===== config.mk =====
export PLATFORM = sky130hd
export DESIGN_NAME = scsi_cmd_frontend
export DESIGN_NICKNAME = d
export VERILOG_FILES = /design/src/rtl/scsi_fe_pkg.sv /design/src/rtl/scsi_fe_fifo.sv /design/src/rtl/scsi_fe_cmd.sv /design/src/rtl/scsi_cmd_frontend.sv
export SDC_FILE = /design/constraint.sdc
export NUM_CORES = 1
export LEC_CHECK = 0
export BUFFER_PORTS_ARGS = -buffer_cell sky130_fd_sc_hd__buf_4
export CORE_UTILIZATION = 55
export CTS_CLUSTER_DIAMETER = 120
export CTS_CLUSTER_SIZE = 10
export DETAILED_ROUTE_END_ITERATION = 7
export GPL_TIMING_DRIVEN = 0
export PLACE_DENSITY = 0.72
export SETUP_SLACK_MARGIN = 0.5
export SLEW_MARGIN = 20
export SYNTH_ARGS = -nofsm -noshare
export SYNTH_HDL_FRONTEND = slang
export SYNTH_SLANG_ARGS = --single-unit
export TNS_END_PERCENT = 20

===== constraint.sdc =====
create_clock -name clk -period 3.3 [get_ports clk]
set_input_delay 0.66 -clock clk [delete_from_list [all_inputs] [get_ports clk]]
set_output_delay 0.66 -clock clk [all_outputs]
set_load 0.1 [all_outputs]

===== src/rtl/scsi_fe_pkg.sv =====
package scsi_fe_pkg;

  localparam int unsigned TGT_W     = 3;
  localparam int unsigned MISC_BASE = 12;
  localparam int unsigned MISC_N    = 4;
  localparam int unsigned R14_SLOT  = 2;

  // register indices (address bits 5:2)
  localparam logic [3:0] RI_CNT_LO = 4'd0;
  localparam logic [3:0] RI_CNT_HI = 4'd1;
  localparam logic [3:0] RI_FIFO   = 4'd2;
  localparam logic [3:0] RI_CMD    = 4'd3;
  localparam logic [3:0] RI_STAT   = 4'd4;
  localparam logic [3:0] RI_INTR   = 4'd5;
  localparam logic [3:0] RI_SEQ    = 4'd6;
  localparam logic [3:0] RI_FLAGS  = 4'd7;
  localparam logic [3:0] RI_CFG    = 4'd8;
  localparam logic [3:0] RI_MASKED = 4'd11;

  // command opcodes
  localparam logic [6:0] OP_NOP      = 7'h00;
  localparam logic [6:0] OP_FLUSH    = 7'h01;
  localparam logic [6:0] OP_RESET    = 7'h02;
  localparam logic [6:0] OP_BUS_RST  = 7'h03;
  localparam logic [6:0] OP_XFER     = 7'h10;
  localparam logic [6:0] OP_CMPL     = 7'h11;
  localparam logic [6:0] OP_MSG_ACC  = 7'h12;
  localparam logic [6:0] OP_SEL_ATN  = 7'h42;
  localparam logic [6:0] OP_SEL_STOP = 7'h43;

  // status bits and bus phases
  localparam logic [7:0] ST_IRQ = 8'h80;
  localparam logic [7:0] ST_TC  = 8'h10;
  typedef enum logic [2:0] {
    PH_DOUT = 3'd0, PH_DIN = 3'd1, PH_CMD = 3'd2, PH_STAT = 3'd3,
    PH_MIN  = 3'd6, PH_MOUT = 3'd7
  } phase_e;

  // interrupt codes and sequence steps
  localparam logic [7:0] IN_FC  = 8'h08;
  localparam logic [7:0] IN_BS  = 8'h10;
  localparam logic [7:0] IN_DC  = 8'h20;
  localparam logic [7:0] IN_RST = 8'h80;
  localparam logic [7:0] SQ_IDLE = 8'h00;
  localparam logic [7:0] SQ_DONE = 8'h04;

  localparam logic [7:0] MASK_R11  = 8'h15;
  localparam logic [7:0] RESET_R14 = 8'h04;
  localparam int unsigned CFG_NOIRQ_BIT = 6;

  typedef enum logic [1:0] { WT_NONE, WT_SEL, WT_XFER } wait_e;

  typedef struct packed {
    logic       set_st;
    logic [7:0] st;
    logic       set_in;
    logic [7:0] intr;
    logic       set_sq;
    logic [7:0] sq;
    logic       raise;
  } code_upd_t;

  function automatic logic [3:0] reg_index(input logic [5:0] addr);
    return addr[5:2];
  endfunction

  function automatic logic [7:0] status_word(input logic tc, input phase_e ph);
    return ST_IRQ | (tc ? ST_TC : 8'h00) | {5'd0, ph};
  endfunction

  function automatic logic [7:0] status_after_ack(input logic [7:0] s);
    return s & ST_TC;
  endfunction

  function automatic logic [7:0] mask_r11(input logic [7:0] v);
    return v & MASK_R11;
  endfunction

endpackage


===== src/rtl/scsi_fe_fifo.sv =====
module scsi_fe_fifo #(
  parameter int unsigned DEPTH = 16,
  parameter int unsigned DW    = 8,
  localparam int unsigned PW   = $clog2(DEPTH),
  localparam int unsigned CW   = $clog2(DEPTH + 1)
) (
  input  logic          clk,
  input  logic          rst_n,
  input  logic          clr,
  input  logic          push,
  input  logic          pop,
  input  logic [DW-1:0] wdata,
  input  logic          ld_zero,
  output logic [DW-1:0] head,
  output logic [CW-1:0] count
);

  localparam logic [CW-1:0] FULL = CW'(DEPTH);

  logic [DW-1:0] mem [DEPTH];
  logic [PW-1:0] rptr_q, wptr_q;
  logic [CW-1:0] cnt_q, cnt_nxt;
  logic          do_push, do_pop;

  function automatic logic [PW-1:0] ptr_inc(input logic [PW-1:0] p);
    return (p == PW'(DEPTH - 1)) ? '0 : p + 1'b1;
  endfunction

  assign do_push = push && (cnt_q != FULL);
  assign do_pop  = pop && (cnt_q != '0);

  always_comb begin
    cnt_nxt = cnt_q;
    if (do_push && !do_pop) cnt_nxt = cnt_q + 1'b1;
    if (do_pop && !do_push) cnt_nxt = cnt_q - 1'b1;
  end

  always_ff @(posedge clk) begin
    if (ld_zero) begin
      mem[0] <= '0;
      mem[1] <= '0;
    end else if (do_push) begin
      mem[wptr_q] <= wdata;
    end
  end

  always_ff @(posedge clk or negedge rst_n) begin
    if (!rst_n) begin
      rptr_q <= '0;
      wptr_q <= '0;
      cnt_q  <= '0;
    end else if (clr) begin
      rptr_q <= '0;
      wptr_q <= '0;
      cnt_q  <= '0;
    end else if (ld_zero) begin
      rptr_q <= '0;
      wptr_q <= PW'(2);
      cnt_q  <= CW'(2);
    end else begin
      cnt_q <= cnt_nxt;
      if (cnt_nxt == '0) begin
        rptr_q <= '0;
        wptr_q <= '0;
      end else begin
        if (do_push) wptr_q <= ptr_inc(wptr_q);
        if (do_pop)  rptr_q <= ptr_inc(rptr_q);
      end
    end
  end

  assign head  = mem[rptr_q];
  assign count = cnt_q;

endmodule


===== src/rtl/scsi_fe_cmd.sv =====
module scsi_fe_cmd
  import scsi_fe_pkg::*;
#(
  parameter int unsigned NUM_TGT = 4
) (
  input  logic             clk,
  input  logic             rst_n,
  input  logic             cmd_wr,
  input  logic [7:0]       cmd_val,
  input  logic [TGT_W-1:0] target_id,
  input  logic             cfg_noirq,
  input  logic             tgt_done,
  output logic             busy,
  output logic             cmd_fire,
  output logic [6:0]       cmd_op,
  output logic             soft_reset,
  output logic             fifo_ld_zero,
  output logic             tgt_absent,
  output logic             sel_req,
  output logic             xfer_req,
  output logic [TGT_W-1:0] sel_target,
  output code_upd_t        upd
);

  wait_e            wait_q;
  logic             start_sel, start_xfer, cmd_dma, finish;
  logic             sel_req_q, xfer_req_q;
  logic [TGT_W-1:0] sel_target_q;

  assign cmd_op     = cmd_val[6:0];
  assign cmd_dma    = cmd_val[7];
  assign busy       = (wait_q != WT_NONE);
  assign cmd_fire   = cmd_wr && (!busy || cmd_op == OP_RESET);
  assign tgt_absent = (32'(target_id) >= NUM_TGT);
  assign finish     = busy && tgt_done && !cmd_fire;

  always_comb begin
    upd          = '0;
    soft_reset   = 1'b0;
    fifo_ld_zero = 1'b0;
    start_sel    = 1'b0;
    start_xfer   = 1'b0;
    if (cmd_fire) begin
      case (cmd_op)
        OP_FLUSH: begin
          upd.set_in = 1'b1; upd.intr = IN_FC;
          upd.set_sq = 1'b1; upd.sq   = SQ_IDLE;
        end
        OP_RESET: soft_reset = 1'b1;
        OP_BUS_RST: begin
          upd.set_in = 1'b1; upd.intr = IN_RST;
          upd.raise  = !cfg_noirq;
        end
        OP_XFER: start_xfer = 1'b1;
        OP_CMPL, OP_MSG_ACC: begin
          upd.raise = 1'b1;
          if (cmd_dma) begin
            upd.set_st = 1'b1; upd.st   = status_word(1'b1, PH_STAT);
            upd.set_in = 1'b1; upd.intr = IN_BS | IN_FC;
            upd.set_sq = 1'b1; upd.sq   = SQ_DONE;
          end else begin
            fifo_ld_zero = 1'b1;
          end
          if (cmd_op == OP_MSG_ACC) begin
            upd.set_in = 1'b1; upd.intr = IN_DC;
            upd.set_sq = 1'b1; upd.sq   = SQ_IDLE;
          end
        end
        OP_SEL_ATN, OP_SEL_STOP: begin
          if (tgt_absent) begin
            upd.set_st = 1'b1; upd.st   = ST_IRQ;
            upd.set_in = 1'b1; upd.intr = IN_DC;
            upd.set_sq = 1'b1; upd.sq   = SQ_IDLE;
            upd.raise  = 1'b1;
          end else begin
            start_sel = 1'b1;
          end
        end
        default: ;
      endcase
    end else if (finish) begin
      upd.raise  = 1'b1;
      upd.set_st = 1'b1;
      upd.set_in = 1'b1;
      upd.set_sq = 1'b1;
      if (wait_q == WT_SEL) begin
        upd.st   = status_word(1'b1, PH_DIN);
        upd.intr = IN_BS | IN_FC;
        upd.sq   = SQ_DONE;
      end else begin
        upd.st   = status_word(1'b1, PH_STAT);
        upd.intr = IN_BS;
        upd.sq   = SQ_IDLE;
      end
    end
  end

  always_ff @(posedge clk or negedge rst_n) begin
    if (!rst_n) begin
      wait_q       <= WT_NONE;
      sel_req_q    <= 1'b0;
      xfer_req_q   <= 1'b0;
      sel_target_q <= '0;
    end else begin
      sel_req_q  <= start_sel;
      xfer_req_q <= start_xfer;
      if (soft_reset) begin
        wait_q       <= WT_NONE;
        sel_target_q <= '0;
      end else if (start_sel) begin
        wait_q       <= WT_SEL;
        sel_target_q <= target_id;
      end else if (start_xfer) begin
        wait_q <= WT_XFER;
      end else if (finish) begin
        wait_q <= WT_NONE;
      end
    end
  end

  assign sel_req    = sel_req_q;
  assign xfer_req   = xfer_req_q;
  assign sel_target = sel_target_q;

endmodule


===== src/rtl/scsi_cmd_frontend.sv =====
module scsi_cmd_frontend
  import scsi_fe_pkg::*;
#(
  parameter int unsigned FIFO_DEPTH  = 16,
  parameter int unsigned NUM_TARGETS = 4,
  localparam int unsigned CNT_W = $clog2(FIFO_DEPTH + 1)
) (
  input  logic       clk,
  input  logic       rst_n,
  input  logic [5:0] bus_addr,
  input  logic       bus_wr,
  input  logic       bus_rd,
  input  logic [7:0] bus_wdata,
  output logic [7:0] bus_rdata,
  output logic       irq,
  output logic       dma_irq_pend,
  output logic       dma_mode,
  output logic       sel_req,
  output logic [2:0] sel_target,
  output logic       xfer_req,
  input  logic       tgt_done
);

  logic [3:0]       idx;
  logic [15:0]      cnt_q;
  logic [7:0]       cmd_q, status_q, intr_q, seq_q, cfg_q, r11_q, last_pop_q, rdata_q;
  logic [TGT_W-1:0] tgt_q;
  logic             dma_q, irq_q, pend_q;
  logic [7:0]       misc_rd [MISC_N];
  logic [7:0]       rd_mux;

  // named internal events
  logic             cmd_wr, cmd_fire, soft_reset, fifo_ld_zero, busy, tgt_absent;
  logic             rd_intr, evt_raise, fifo_push, fifo_pop;
  logic [6:0]       cmd_op;
  code_upd_t        upd;
  logic [7:0]       fifo_head;
  logic [CNT_W-1:0] fifo_count;

  assign idx       = reg_index(bus_addr);
  assign cmd_wr    = bus_wr && (idx == RI_CMD);
  assign fifo_push = bus_wr && (idx == RI_FIFO);
  assign fifo_pop  = bus_rd && (idx == RI_FIFO);
  assign rd_intr   = bus_rd && (idx == RI_INTR);
  assign evt_raise = upd.raise;

  scsi_fe_cmd #(.NUM_TGT(NUM_TARGETS)) u_cmd (
    .clk(clk), .rst_n(rst_n), .cmd_wr(cmd_wr), .cmd_val(bus_wdata),
    .target_id(tgt_q), .cfg_noirq(cfg_q[CFG_NOIRQ_BIT]), .tgt_done(tgt_done),
    .busy(busy), .cmd_fire(cmd_fire), .cmd_op(cmd_op), .soft_reset(soft_reset),
    .fifo_ld_zero(fifo_ld_zero), .tgt_absent(tgt_absent), .sel_req(sel_req),
    .xfer_req(xfer_req), .sel_target(sel_target), .upd(upd)
  );

  scsi_fe_fifo #(.DEPTH(FIFO_DEPTH), .DW(8)) u_fifo (
    .clk(clk), .rst_n(rst_n), .clr(soft_reset), .push(fifo_push), .pop(fifo_pop),
    .wdata(bus_wdata), .ld_zero(fifo_ld_zero), .head(fifo_head), .count(fifo_count)
  );

  // plain storage registers
  always_ff @(posedge clk or negedge rst_n) begin
    if (!rst_n) begin
      cnt_q <= '0; cfg_q <= '0; r11_q <= '0; tgt_q <= '0;
    end else if (soft_reset) begin
      cnt_q <= '0; cfg_q <= '0; r11_q <= '0; tgt_q <= '0;
    end else if (bus_wr) begin
      case (idx)
        RI_CNT_LO: cnt_q[7:0]  <= bus_wdata;
        RI_CNT_HI: cnt_q[15:8] <= bus_wdata;
        RI_STAT:   tgt_q       <= bus_wdata[TGT_W-1:0];
        RI_CFG:    cfg_q       <= bus_wdata;
        RI_MASKED: r11_q       <= mask_r11(bus_wdata);
        default: ;
      endcase
    end
  end

  // scratch registers 12..15
  for (genvar g = 0; g < MISC_N; g++) begin : g_misc
    localparam logic [7:0] RST_V = (g == R14_SLOT) ? RESET_R14 : 8'h00;
    logic [7:0] q;
    always_ff @(posedge clk or negedge rst_n) begin
      if (!rst_n) q <= RST_V;
      else if (soft_reset) q <= RST_V;
      else if (bus_wr && idx == 4'(MISC_BASE + g)) q <= bus_wdata;
    end
    assign misc_rd[g] = q;
  end

  // command register and DMA flag
  always_ff @(posedge clk or negedge rst_n) begin
    if (!rst_n) begin
      cmd_q <= '0; dma_q <= 1'b0;
    end else if (soft_reset) begin
      cmd_q <= '0; dma_q <= 1'b0;
    end else if (cmd_fire) begin
      cmd_q <= bus_wdata; dma_q <= bus_wdata[7];
    end
  end

  // status / interrupt / step codes and the interrupt line
  always_ff @(posedge clk or negedge rst_n) begin
    if (!rst_n) begin
      status_q <= '0; intr_q <= '0; seq_q <= '0; irq_q <= 1'b0; pend_q <= 1'b0;
    end else if (soft_reset) begin
      status_q <= '0; intr_q <= '0; seq_q <= '0; irq_q <= 1'b0; pend_q <= 1'b0;
    end else begin
      if (upd.set_st)   status_q <= upd.st;
      else if (rd_intr) status_q <= status_after_ack(status_q);
      if (upd.set_in) intr_q <= upd.intr;
      if (upd.set_sq) seq_q  <= upd.sq;
      if (upd.raise) begin
        irq_q <= 1'b1; pend_q <= 1'b1;
      end else if (rd_intr) begin
        irq_q <= 1'b0; pend_q <= 1'b0;
      end
    end
  end

  // read path
  always_comb begin
    rd_mux = 8'h00;
    case (idx)
      RI_CNT_LO: rd_mux = cnt_q[7:0];
      RI_CNT_HI: rd_mux = cnt_q[15:8];
      RI_FIFO:   rd_mux = (fifo_count != '0) ? fifo_head : last_pop_q;
      RI_CMD:    rd_mux = cmd_q;
      RI_STAT:   rd_mux = status_q;
      RI_INTR:   rd_mux = intr_q;
      RI_SEQ:    rd_mux = seq_q;
      RI_FLAGS:  rd_mux = 8'(fifo_count);
      RI_CFG:    rd_mux = cfg_q;
      RI_MASKED: rd_mux = r11_q;
      default:   if (idx >= 4'(MISC_BASE)) rd_mux = misc_rd[idx[1:0]];
    endcase
  end

  always_ff @(posedge clk or negedge rst_n) begin
    if (!rst_n) begin
      rdata_q <= '0; last_pop_q <= '0;
    end else begin
      if (bus_rd) rdata_q <= rd_mux;
      if (soft_reset) last_pop_q <= '0;
      else if (fifo_pop && fifo_count != '0) last_pop_q <= fifo_head;
    end
  end

  assign bus_rdata    = rdata_q;
  assign irq          = irq_q;
  assign dma_irq_pend = pend_q;
  assign dma_mode     = dma_q;

endmodule


### Word level (Yosys, flattened, before mapping)

Memories as Yosys holds them, arrays and structs flattened.
Index checks and enable logic that the tools add are counted.

* add/sub/neg operators: 4
* multiply operators: 0
* div/mod/pow operators: 0
* $lt $le $gt $ge: 3
* eq/ne operators: 25
* shift operators: 0
* multiplexer cells: 93
* bitwise gates (word level): 1
* reductions and logical operators: 54

Operators with widths (count)
* 8-bit two-way mux: 32
* 28-bit two-way mux: 3
* 8-bit case mux with 10 select lines: 1
* 4-bit two-way mux: 12
* 9-bit case mux with 4 select lines: 1
* 2-bit nonzero test: 17
* 4-bit == test (second input constant): 8
* 16-bit two-way mux: 2
* 27-bit two-way mux: 1
* 9-bit case mux with 3 select lines: 1
* 7-bit by 5-bit == test with 1-bit output (second input constant): 3
* 1-bit two-way mux: 21
* 5-bit two-way mux: 4
* 18-bit two-way mux: 1
* 3-bit two-way mux: 6
* 9-bit case mux with 2 select lines: 1
* 8-bit binary-select mux with 2-bit select: 1
* 4-bit by 3-bit == test with 1-bit output (second input constant): 4
* 1-bit logical AND: 15
* 7-bit by 2-bit == test with 1-bit output (second input constant): 2
* 7-bit == test (second input constant): 2
* 4-bit nonzero test: 3
* 2-bit two-way mux: 5
* 2-bit AND reduction: 5
* other kinds (20): 29

* register bits after elaboration: 137
* latch bits: 0
* RAM bits: 128
* memory bits (read-only): 0
* bits of input ports: 19
* output and inout bits: 16
* memories: 1

Memories
* u_fifo.mem: words 16, bits a word 8, read ports 1, clocked after memory_dff 0, wr ports 2, RTL line scsi_fe_fifo.sv:20 `logic [DW-1:0] mem [DEPTH];`

### Longest topological paths before layout

Gate-level depths: netlist of run 1.

* depth in word-level cells: 11
* gate-level depth with buffers: 10
* gate-level depth less buffers: 8

### Modules after synthesis

From an unflattened synthesis of run 1, not the netlist that was laid out.

* cell total of the unflattened synthesis: 1041
* area, all modules: 12713.4 µm²

Modules (own cells, without submodules)
* scsi_fe_fifo: times used 1, cells each 390, area an instance 6163.4 µm²
* scsi_cmd_frontend: times used 1, cells each 535, area an instance 5689.2 µm²
* scsi_fe_cmd: times used 1, cells each 116, area an instance 860.8 µm²

### Worst setup path after synthesis of run 1

No wires, ideal clock.

* path type: register to register
* start point: register u_fifo.cnt_q[0] (netlist: u_fifo.count[0])
* end point: memory u_fifo.mem[2][0], enable pin
* setup time: 383 ps
* arrival time: 2407 ps
* slack: 509 ps
* cell stages (with the launch flop): 8
* cells stage by stage: dfrtp_1 inv_1 ha_1 nor4bb_1 nor4_2 clkbuf_1 nand2_1 nor3_1

RTL lines
* start, declared: RTL line scsi_fe_fifo.sv:22 `logic [CW-1:0] cnt_q, cnt_nxt;`
* start signal, assigned: RTL line scsi_fe_fifo.sv:61 `cnt_q <= cnt_nxt;`
* end, declared: RTL line scsi_fe_fifo.sv:20

### Worst setup path in the final report of run 1

* start point: input bus_addr[2]
* end point: register g_misc[3].q[6]

* longest elaborated chain between the ends: 5
* elaborated cells between the ends (all ways): 8

RTL lines
* start, declared: RTL line scsi_cmd_frontend.sv:10 `input logic [5:0] bus_addr,`
* 4-bit by 2-bit == test with 1-bit output: RTL line scsi_cmd_frontend.sv:41 `assign cmd_wr = bus_wr && (idx == RI_CMD);`
* 1-bit logical AND: RTL line scsi_cmd_frontend.sv:41
* 1-bit logical AND: RTL line scsi_fe_cmd.sv:33 `assign cmd_fire = cmd_wr && (!busy || cmd_op == OP_RESET);`
* 1-bit two-way mux: RTL line scsi_fe_cmd.sv:43 `if (cmd_fire) begin`
* 8-bit two-way mux or 2-bit nonzero test (tied branches)
* end signal, assigned: RTL line scsi_cmd_frontend.sv:85 `else if (bus_wr && idx == 4'(MISC_BASE + g)) q <= bus_wdata;`
* end, declared: RTL line scsi_cmd_frontend.sv:81 `logic [7:0] q;`

Parallel ways exist; a longest one is shown, timed or not.
A chain may end at the register's enable or synchronous reset.

==> results of run 1 <==
[final cells by class]
| class | instances | area (um^2) |
|---|---|---|
| fill | 1542 | 6950 |
| sequential | 244 | 6750 |
| timing repair buffer | 39 | 317 |
| clock inverter | 2 | 38.8 |
| inverter | 17 | 63.8 |
| tap | 265 | 332 |
| multi-input combinational | 604 | 4280 |
| buffer | 63 | 273 |
| antenna | 1 | 2.50 |
| clock buffer | 50 | 783 |
[per-layer routing]
metal / vias up / track usage (%) / share of wire (%)
li1: 3587 / - / -
met4: 0 / 8.14 / 2.1
met3: 45 / 5.85 / 8.8
met1: 4064 / 41.8 / 43
met5: - / 0 / 0
met2: 339 / 42.6 / 46
[cell usage in the layout (no fill, tap or decap), drive strengths merged, types with 4 or more instances in the layout]
master,count
a211oi,5
a21o,9
a21oi,33
a221o,8
a221oi,8
a22oi,9
a31oi,14
and2,20
and3,12
buf,60
clkbuf,92
dfrtp,115
edfxtp,128
ha,7
inv,17
mux2,19
mux2i,32
mux4,32
nand2,142
nand2b,4
nand3,41
nand3b,4
nor2,51
nor2b,17
nor3,18
nor4,5
o21ai,40
o22ai,4
o31ai,6
or3,5
or4,5
xnor2,4
[sequential cells by signal (all words and copies together) (netlist names)]
register and count:
u_fifo.mem 128, r11_q 3, bus_rdata 8, cfg_q 8, u_cmd.xfer_req 1, u_fifo.wptr_q 4
cmd_q 8, u_cmd.wait_q 2, intr_q 4, tgt_q 3, last_pop_q 8, g_misc.q 32
seq_q 1, u_cmd.sel_req 1, dma_irq_pend 1, status_q 4, cnt_q 16, u_fifo.count 5
u_fifo.rptr_q 4, u_cmd.sel_target 3
[final timing paths]
path | startpoint | endpoint | slack (ns) | cells after the start
setup / recovery | bus_addr[2] | g_misc[3].q[6] | 0.56 | 6
hold reg to reg | g_misc[3].q[4] | g_misc[3].q[4] | 0.50 | 2
min in group clk | tgt_done | u_cmd.wait_q[0] | 0.41 | 4
max in group asynchronous | rst_n | g_misc[2].q[2] | 2.47 | 2
hold / removal | rst_n | g_misc[3].q[5] | 0.12 | 1
setup reg to reg | u_fifo.count[1] | u_fifo.mem[1][1] | 0.67 | 8
[through the flow]
stage | std cells | TNS, ns | hold slack [ns]
2_1_floorplan | 928 | 0 | 0.364
3_3_place_gp | 1225 | -7.70 | 0.480
3_5_place_dp | 1227 | -3.37 | 0.485
4_1_cts | 1282 | 0 | 0.135
5_1_grt | 1284 | 0 | 0.161
6_report | 1285 | 0 | 0.119
[Yosys cell counts (3+ instances only)]
cell / instances
a211oi_1: 5
a21boi_0: 3
a21o_1: 9
a21oi_1: 32
a221o_1: 8
a221oi_1: 8
a22oi_1: 8
a31oi_1: 14
a32oi_1: 3
and2_1: 20
and3_1: 12
and4_1: 3
buf_1: 8
buf_2: 11
clkbuf_1: 41
dfrtp_1: 115
edfxtp_1: 128
ha_1: 7
inv_1: 17
mux2_2: 19
mux2i_1: 32
mux4_2: 32
nand2_1: 142
nand2b_1: 4
nand3_1: 40
nand3b_1: 4
nor2_1: 51
nor2b_1: 17
nor3_1: 18
nor4_1: 3
o21a_1: 3
o21ai_0: 39
o22ai_1: 4
o31ai_1: 6
or3_1: 5
or4_1: 4
or4b_1: 3
xnor2_1: 4
[worst max-delay path, cell delays in order]
cell	delay (ns)
buf_4	0.12
clkbuf_1	0.53
buf_1	0.55
nand4_1	0.62
nand2_1	0.32
mux2_2	0.36
[power by group through the flow]
stage                     clock, mW  sequential (mW)  combinational, mW
final                          2.78             3.74               1.80
after global routing           2.94             3.76               1.94
after CTS                      2.81             3.73               1.73
after floorplan                   0             3.85               1.10
after detailed placement          0             3.78               1.71
after global placement            0             3.77               1.67
[cells by family after synthesis]
kind of cell / count (synthesis)
mux: 83
flops: 244
fa+ha+maj: 7
compound gates: 163
xor+xnor: 6
simple gates: 345
buf+inv: 80
[timing repair]
item,CTS,global route
endpoints found under the setup margin,154,52
buffers inserted,3,2
pin swaps,2,1
gates resized for setup,9,13
==> results.ini, run 1 <==
[sta]
hold_viol=0
rsz0062_at_grt=yes
worstMarginPinSlew_ns=0.900
fin_crit_sh_pct=83.2
finalSetupViolCount=0
fmax_ghz=0.364
clock-skew-final_ns=0.0163
setup_slack_ns=0.556
fin_crit_ns=2.74
slew_viol_final=0
relSlewSlack_pct=39.6

[synthesis]
synthesis.area_mm2=0.0113
async_reset_ff_share_pct=47.5
synth_ff_type=edfxtp_1
synth_area_leaders=edfxtp_1 34%, dfrtp_1 26%, mux4_2 6.4%
synth_fa_ha_area_share_pct=0.778
synth_compound_area_share_pct=9.70
synthesis.nets=954
synth-simple-area-share_pct=15.0
synth_edf_count=128
yosysUniqueCellTypes=73
synth_top_family_by_area=simple AND/OR/NAND/NOR gates
synth_xor_area_share_pct=0.467
yosys.area.top_type=edfxtp_1
seq_area_frac_synth_pct=60.0
ys_ff_latch=244
synth_mux_area_share_pct=11.2
synthCells=928
ys_warn_count=0
avgSynthCellArea_um2=12.1
synth_top_area_share_pct=34.2

[layout]
drive_above_1_share_pct=16.4
num-nets-final=1023
fin_area_mm2=0.0128
final_core_util_pct=64.9
synthToLayoutAreaGrowth_pct=14.1

[power_and_ir_drop]
power_mw=8.31
worst_ir_drop_vdd_v=0.000437
p_sw_share_pct=29.4
switching_power_mw=2.44
seqPwrFrac_pct=44.9
p_clk_share_pct=33.5
cellPowerDensity_mw_per_mm2=648
p_int_mw=5.87
combPwrFrac_pct=21.6
p_leak_nw=5.01

[placement]
portBuffers=32
dp_hpwl_um=20100
dpl_cell_area_mm2=0.0119
place.gp.congestion=0.983
post-place-ws_ns=-0.305

[global_routing]
overflow=0
antenna_found_initial=2
grt_pass1_wl_um=45200
grt_max_degree=69
grt_usage_pct=28.3
grt_pass1_vias=7784

[drt]
first_pass_iters=5
ant_nets=0
num_vias=8035
drt-wirelength-per-cell_um=22.6
routed_via_density=6.25
postRouteWirelength_um=29100
drt-initial-drc-count=846
drc=0

[min_path]
hold_class=primary input to asynchronous set/reset pin

[floorplan]
core-area_mm2=0.0198
io_pins=35
rows=51
design.die.area_mm2=0.0210
initial_core_util_pct=56.9
die_h_um=145
chipWidth_um=145

[setup_path]
startpoint_type=primary input
end_kind=flop
path_class=primary input to flop
required_ns=3.73
arrival_ns=3.17
cp_max_fo=10

[cts]
clockBufferDepth=3
cts.hold.buffers_added=0
h-tree-depth=1
cts.clk_slew.worst_paths_ns=0.06
clock_latency_ns=0.56
cts_made_buffers=28
ctsRootBufferMaster=clkbuf_16
cts_sinks=244
cts_tree=done

[outcome]
status=finished clean

[flow_run]
maxCapViolations=0

(Power assumes the default switching activity.)
==> run 2: changes to the inputs <==
--- a/config.mk
+++ b/config.mk
@@ -5,6 +5,7 @@
 export SDC_FILE = /design/constraint.sdc
 export NUM_CORES = 1
 export LEC_CHECK = 0
+export ABC_AREA = 1
 export BUFFER_PORTS_ARGS = -buffer_cell sky130_fd_sc_hd__buf_4
 export CORE_UTILIZATION = 55
 export CTS_CLUSTER_DIAMETER = 120
==> constraint.sdc (replaced) <==
create_clock -name clk -period 2.85 [get_ports clk]
set_input_delay 0.57 -clock clk [delete_from_list [all_inputs] [get_ports clk]]
set_output_delay 0.57 -clock clk [all_outputs]
set_load 0.1 [all_outputs]
==> run 2 against run 1 <==
Via count rose by 4.7%. Hold slack improved by 0.24 ns. Global-route usage rose by 0.63 points. First-iteration DRC count fell by 9.6%. Final area fell by 2.6%. Critical path depth rose by 1. Critical path type is now flop to flop. Critical endpoint is now u_fifo.mem[13][3]. Largest cell class unchanged. Largest power group unchanged. Highest routed layer unchanged.
==> results.ini, run 2 <==
[floorplan]
design.die.area_mm2=0.0205  ; -2.4%
die_h_um=143  ; -1.2%
rows=51  ; unchanged
initial_core_util_pct=56.2  ; -0.69 points
io_pins=35  ; unchanged
chipWidth_um=143  ; -1.2%
core-area_mm2=0.0195  ; -1.3%

[sta]
fin_crit_ns=2.41
finalSetupViolCount=0  ; unchanged
tns_ns=0  ; unchanged
hold_viol=0  ; unchanged
slew_viol_final=0  ; unchanged
hold_slack_ns=0.363  ; +0.243 ns
fmax_ghz=0.414
relSlewSlack_pct=46.0  ; +6.4 points
worstMarginPinSlew_ns=0.807  ; -0.0927 ns
setup_slack_ns=0.435  ; -0.121 ns
clock-skew-final_ns=0.0133  ; -0.00301 ns
fin_crit_sh_pct=84.7
rsz0062_at_grt=yes

[power_and_ir_drop]
worst_ir_drop_vdd_v=0.000607  ; +39%
p_clk_share_pct=31.7  ; -1.8 points
combPwrFrac_pct=25.0  ; +3.4 points
power_mw=10.1  ; +21%
switching_power_mw=3.33  ; +36%
seqPwrFrac_pct=43.4  ; -1.5 points
cellPowerDensity_mw_per_mm2=806  ; +24%
p_sw_share_pct=33.0  ; +3.7 points
p_leak_nw=5.23  ; +4.4%
p_int_mw=6.75  ; +15%

[setup_path]
reg2reg_from=u_fifo.count[0]
crit_buf_inv=2  ; -1
critical_path.slowest_cell=nor2_1
crit_chain=inv_1 > ha_1 > nand3_1 > inv_1 > nor2_4 > nand2_1 > nor2_1
reg2reg_slack_ns=0.44  ; -0.23 ns
r2r_end=u_fifo.mem[13][3]
required_ns=3.01  ; -0.72 ns
cpPeakStageDelay_ns=0.62  ; about the same
arrival_ns=2.58  ; -0.59 ns
cp_max_fo=10  ; unchanged
path_class=flop to flop
ff2ff_path_depth=7  ; -1
crit_family=simple AND/OR/NAND/NOR gates
startpoint_type=flop
end_kind=flop
crit_top_cell=inv_1

[synthesis]
synth_top_area_share_pct=35.0  ; +0.87 points
async_reset_ff_share_pct=47.5  ; unchanged
synthesis.area_mm2=0.0110  ; -2.5%
ys_warn_count=0  ; unchanged
yosys.area.top_type=edfxtp_1
avgSynthCellArea_um2=9.64  ; -20%
synthesis.nets=1164  ; +22%
yosysMostFrequentCell=nand2_1
seq_area_frac_synth_pct=61.5  ; +1.5 points
ys_ff_latch=244  ; unchanged
synth_common_cells=256 x nand2_1, 131 x nor2_1, 128 x edfxtp_1
synth_ff_type=edfxtp_1
synth_area_leaders=edfxtp_1 35%, dfrtp_1 26%, nand2_1 8.8%
yosysUniqueCellTypes=44  ; -40%
synth_edf_count=128  ; unchanged
synthCells=1138  ; +23%

[global_routing]
grt_max_degree=70  ; +1.4%
grt-busiest-layer=met2
grt_use_met1_pct=39.5  ; -2.2 points
use_met3_pct=4.06  ; -1.8 points
grt_pass1_wl_um=44200  ; -2.1%
grt_pass1_vias=7992  ; +2.7%
overflow=0  ; unchanged
grt_usage_pct=29.0  ; +0.63 points
grtUsageMet2_pct=46.5  ; +3.9 points
antenna_found_initial=0  ; -2

[drt]
first_pass_iters=7  ; +2
ant_nets=0  ; unchanged
routed_via_density=5.67  ; -9.4%
drt-wirelength-per-cell_um=19.0  ; -16%
drt-initial-drc-count=765  ; -9.6%
drc=0  ; unchanged
num_vias=8415  ; +4.7%
postRouteWirelength_um=28200  ; -3.0%

[cts]
cts.clk_slew.worst_paths_ns=0.06  ; about the same
cts_tree=done
cts_sinks=244  ; unchanged
clockBufferDepth=3  ; unchanged
ctsRootBufferMaster=clkbuf_16
cts_made_buffers=28  ; unchanged
h-tree-depth=1  ; unchanged
clock_latency_ns=0.54  ; -0.02 ns

[flow_run]
maxCapViolations=0  ; unchanged

[placement]
post-place-ws_ns=0.147  ; +0.452 ns
dp_hpwl_um=19400  ; -3.4%
place.gp.congestion=0.927  ; -5.6%
dpl_cell_area_mm2=0.0116  ; -2.6%
portBuffers=32  ; unchanged
dp_cells=1436  ; +17%

[min_path]
hold_class=primary input to flop
min_from=tgt_done
holdPathEnd=status_q[1]
min_path_cells=3

[layout]
fin_area_mm2=0.0125  ; -2.6%
layout_common_cells=255 x nand2_1, 128 x edfxtp_1, 123 x nor2_1
synthToLayoutAreaGrowth_pct=13.9
largest_reg_flops=128  ; unchanged
layout_commonest_cell=nand2_1
reg.largest.list=u_fifo.mem x128, g_misc.q x32, cnt_q x16
diodes=0  ; -1
num-nets-final=1230  ; +20%
final_core_util_pct=64.0  ; -0.88 points
regMostFlops=u_fifo.mem
drive_above_1_share_pct=13.0  ; -3.4 points
instances_no_fill=1485  ; +16%

[outcome]
status=finished clean

==> run 2: changes by cell type after synthesis, moves of 15 or more <==
| cell | previous run | this run |
|---|---|---|
| mux4_2 | 32 | 0 |
| nor2b_1 | 17 | 0 |
| nand2_1 | 142 | 256 |
| mux2i_1 | 32 | 0 |
| nor2_1 | 51 | 131 |
| and2_1 | 20 | 0 |
| clkbuf_1 | 41 | 26 |
| o21ai_0 | 39 | 118 |
| nand3_1 | 40 | 61 |
| inv_1 | 17 | 97 |
==> run 2: final cells by class <==
class                   instances  area, um^2
fillers                      1641        7030
well taps                     265         332
inverters                     109         415
flip-flops and latches        244        6750
clock buffers                  45         786
multi-input cells             745        3710
plain buffers                  40         199
clock inverters                 1        8.76
repair buffers                 36         297
==> run 2: what timing repair did <==
item,4_1_cts,5_1_grt
hold endpoints to repair,46,0
pin swaps,0,2
hold buffers,1,0
setup buffers,0,2
setup endpoints to repair,117,136
gates resized for setup,15,46
==> run 2: worst max-delay path by stage <==
stage	from	to	cells past startpoint
after floorplan	bus_addr[4]	u_fifo.mem[3][0]	5
after global placement	u_fifo.rptr_q[1]	bus_rdata[4]	11
after detailed placement	u_fifo.rptr_q[1]	bus_rdata[4]	11
after CTS	u_fifo.count[0]	u_fifo.mem[2][4]	7
after global routing	u_fifo.count[0]	u_fifo.mem[1][4]	7
final	u_fifo.count[0]	u_fifo.mem[13][3]	7
==> run 2: kinds of logic after synthesis <==
logic type / synth area share, %
DFF: 61.5
muxes: 0.821
xor gates and xnor gates: 0.160
buffers and inverters: 5.28
AOI/OAI and AO/OA: 12.4
and+or+nand+nor: 19.1
adders and majority gates: 0.798
==> run 2: worst min-delay path, cell delays in order <==
cell	delay [ns]
buf_4	0.10
a21oi_1	0.08
o21ai_1	0.11
==> run 2: power by group through the flow <==
stage	clock, mW	sequential [mW]	combinational, mW
after floorplan	0	4.55	1.42
after global placement	0	4.41	2.32
after detailed placement	0	4.43	2.37
after CTS	3.21	4.36	2.42
after global routing	3.36	4.42	2.77
final	3.19	4.37	2.52
==> run 2: routing by layer <==
metal  share of wire (%)  up-vias
li1                    -     4002
met2                  48      343
met3                 6.3       75
met5                   0        -
met4                 3.9        0
met1                  42     3995
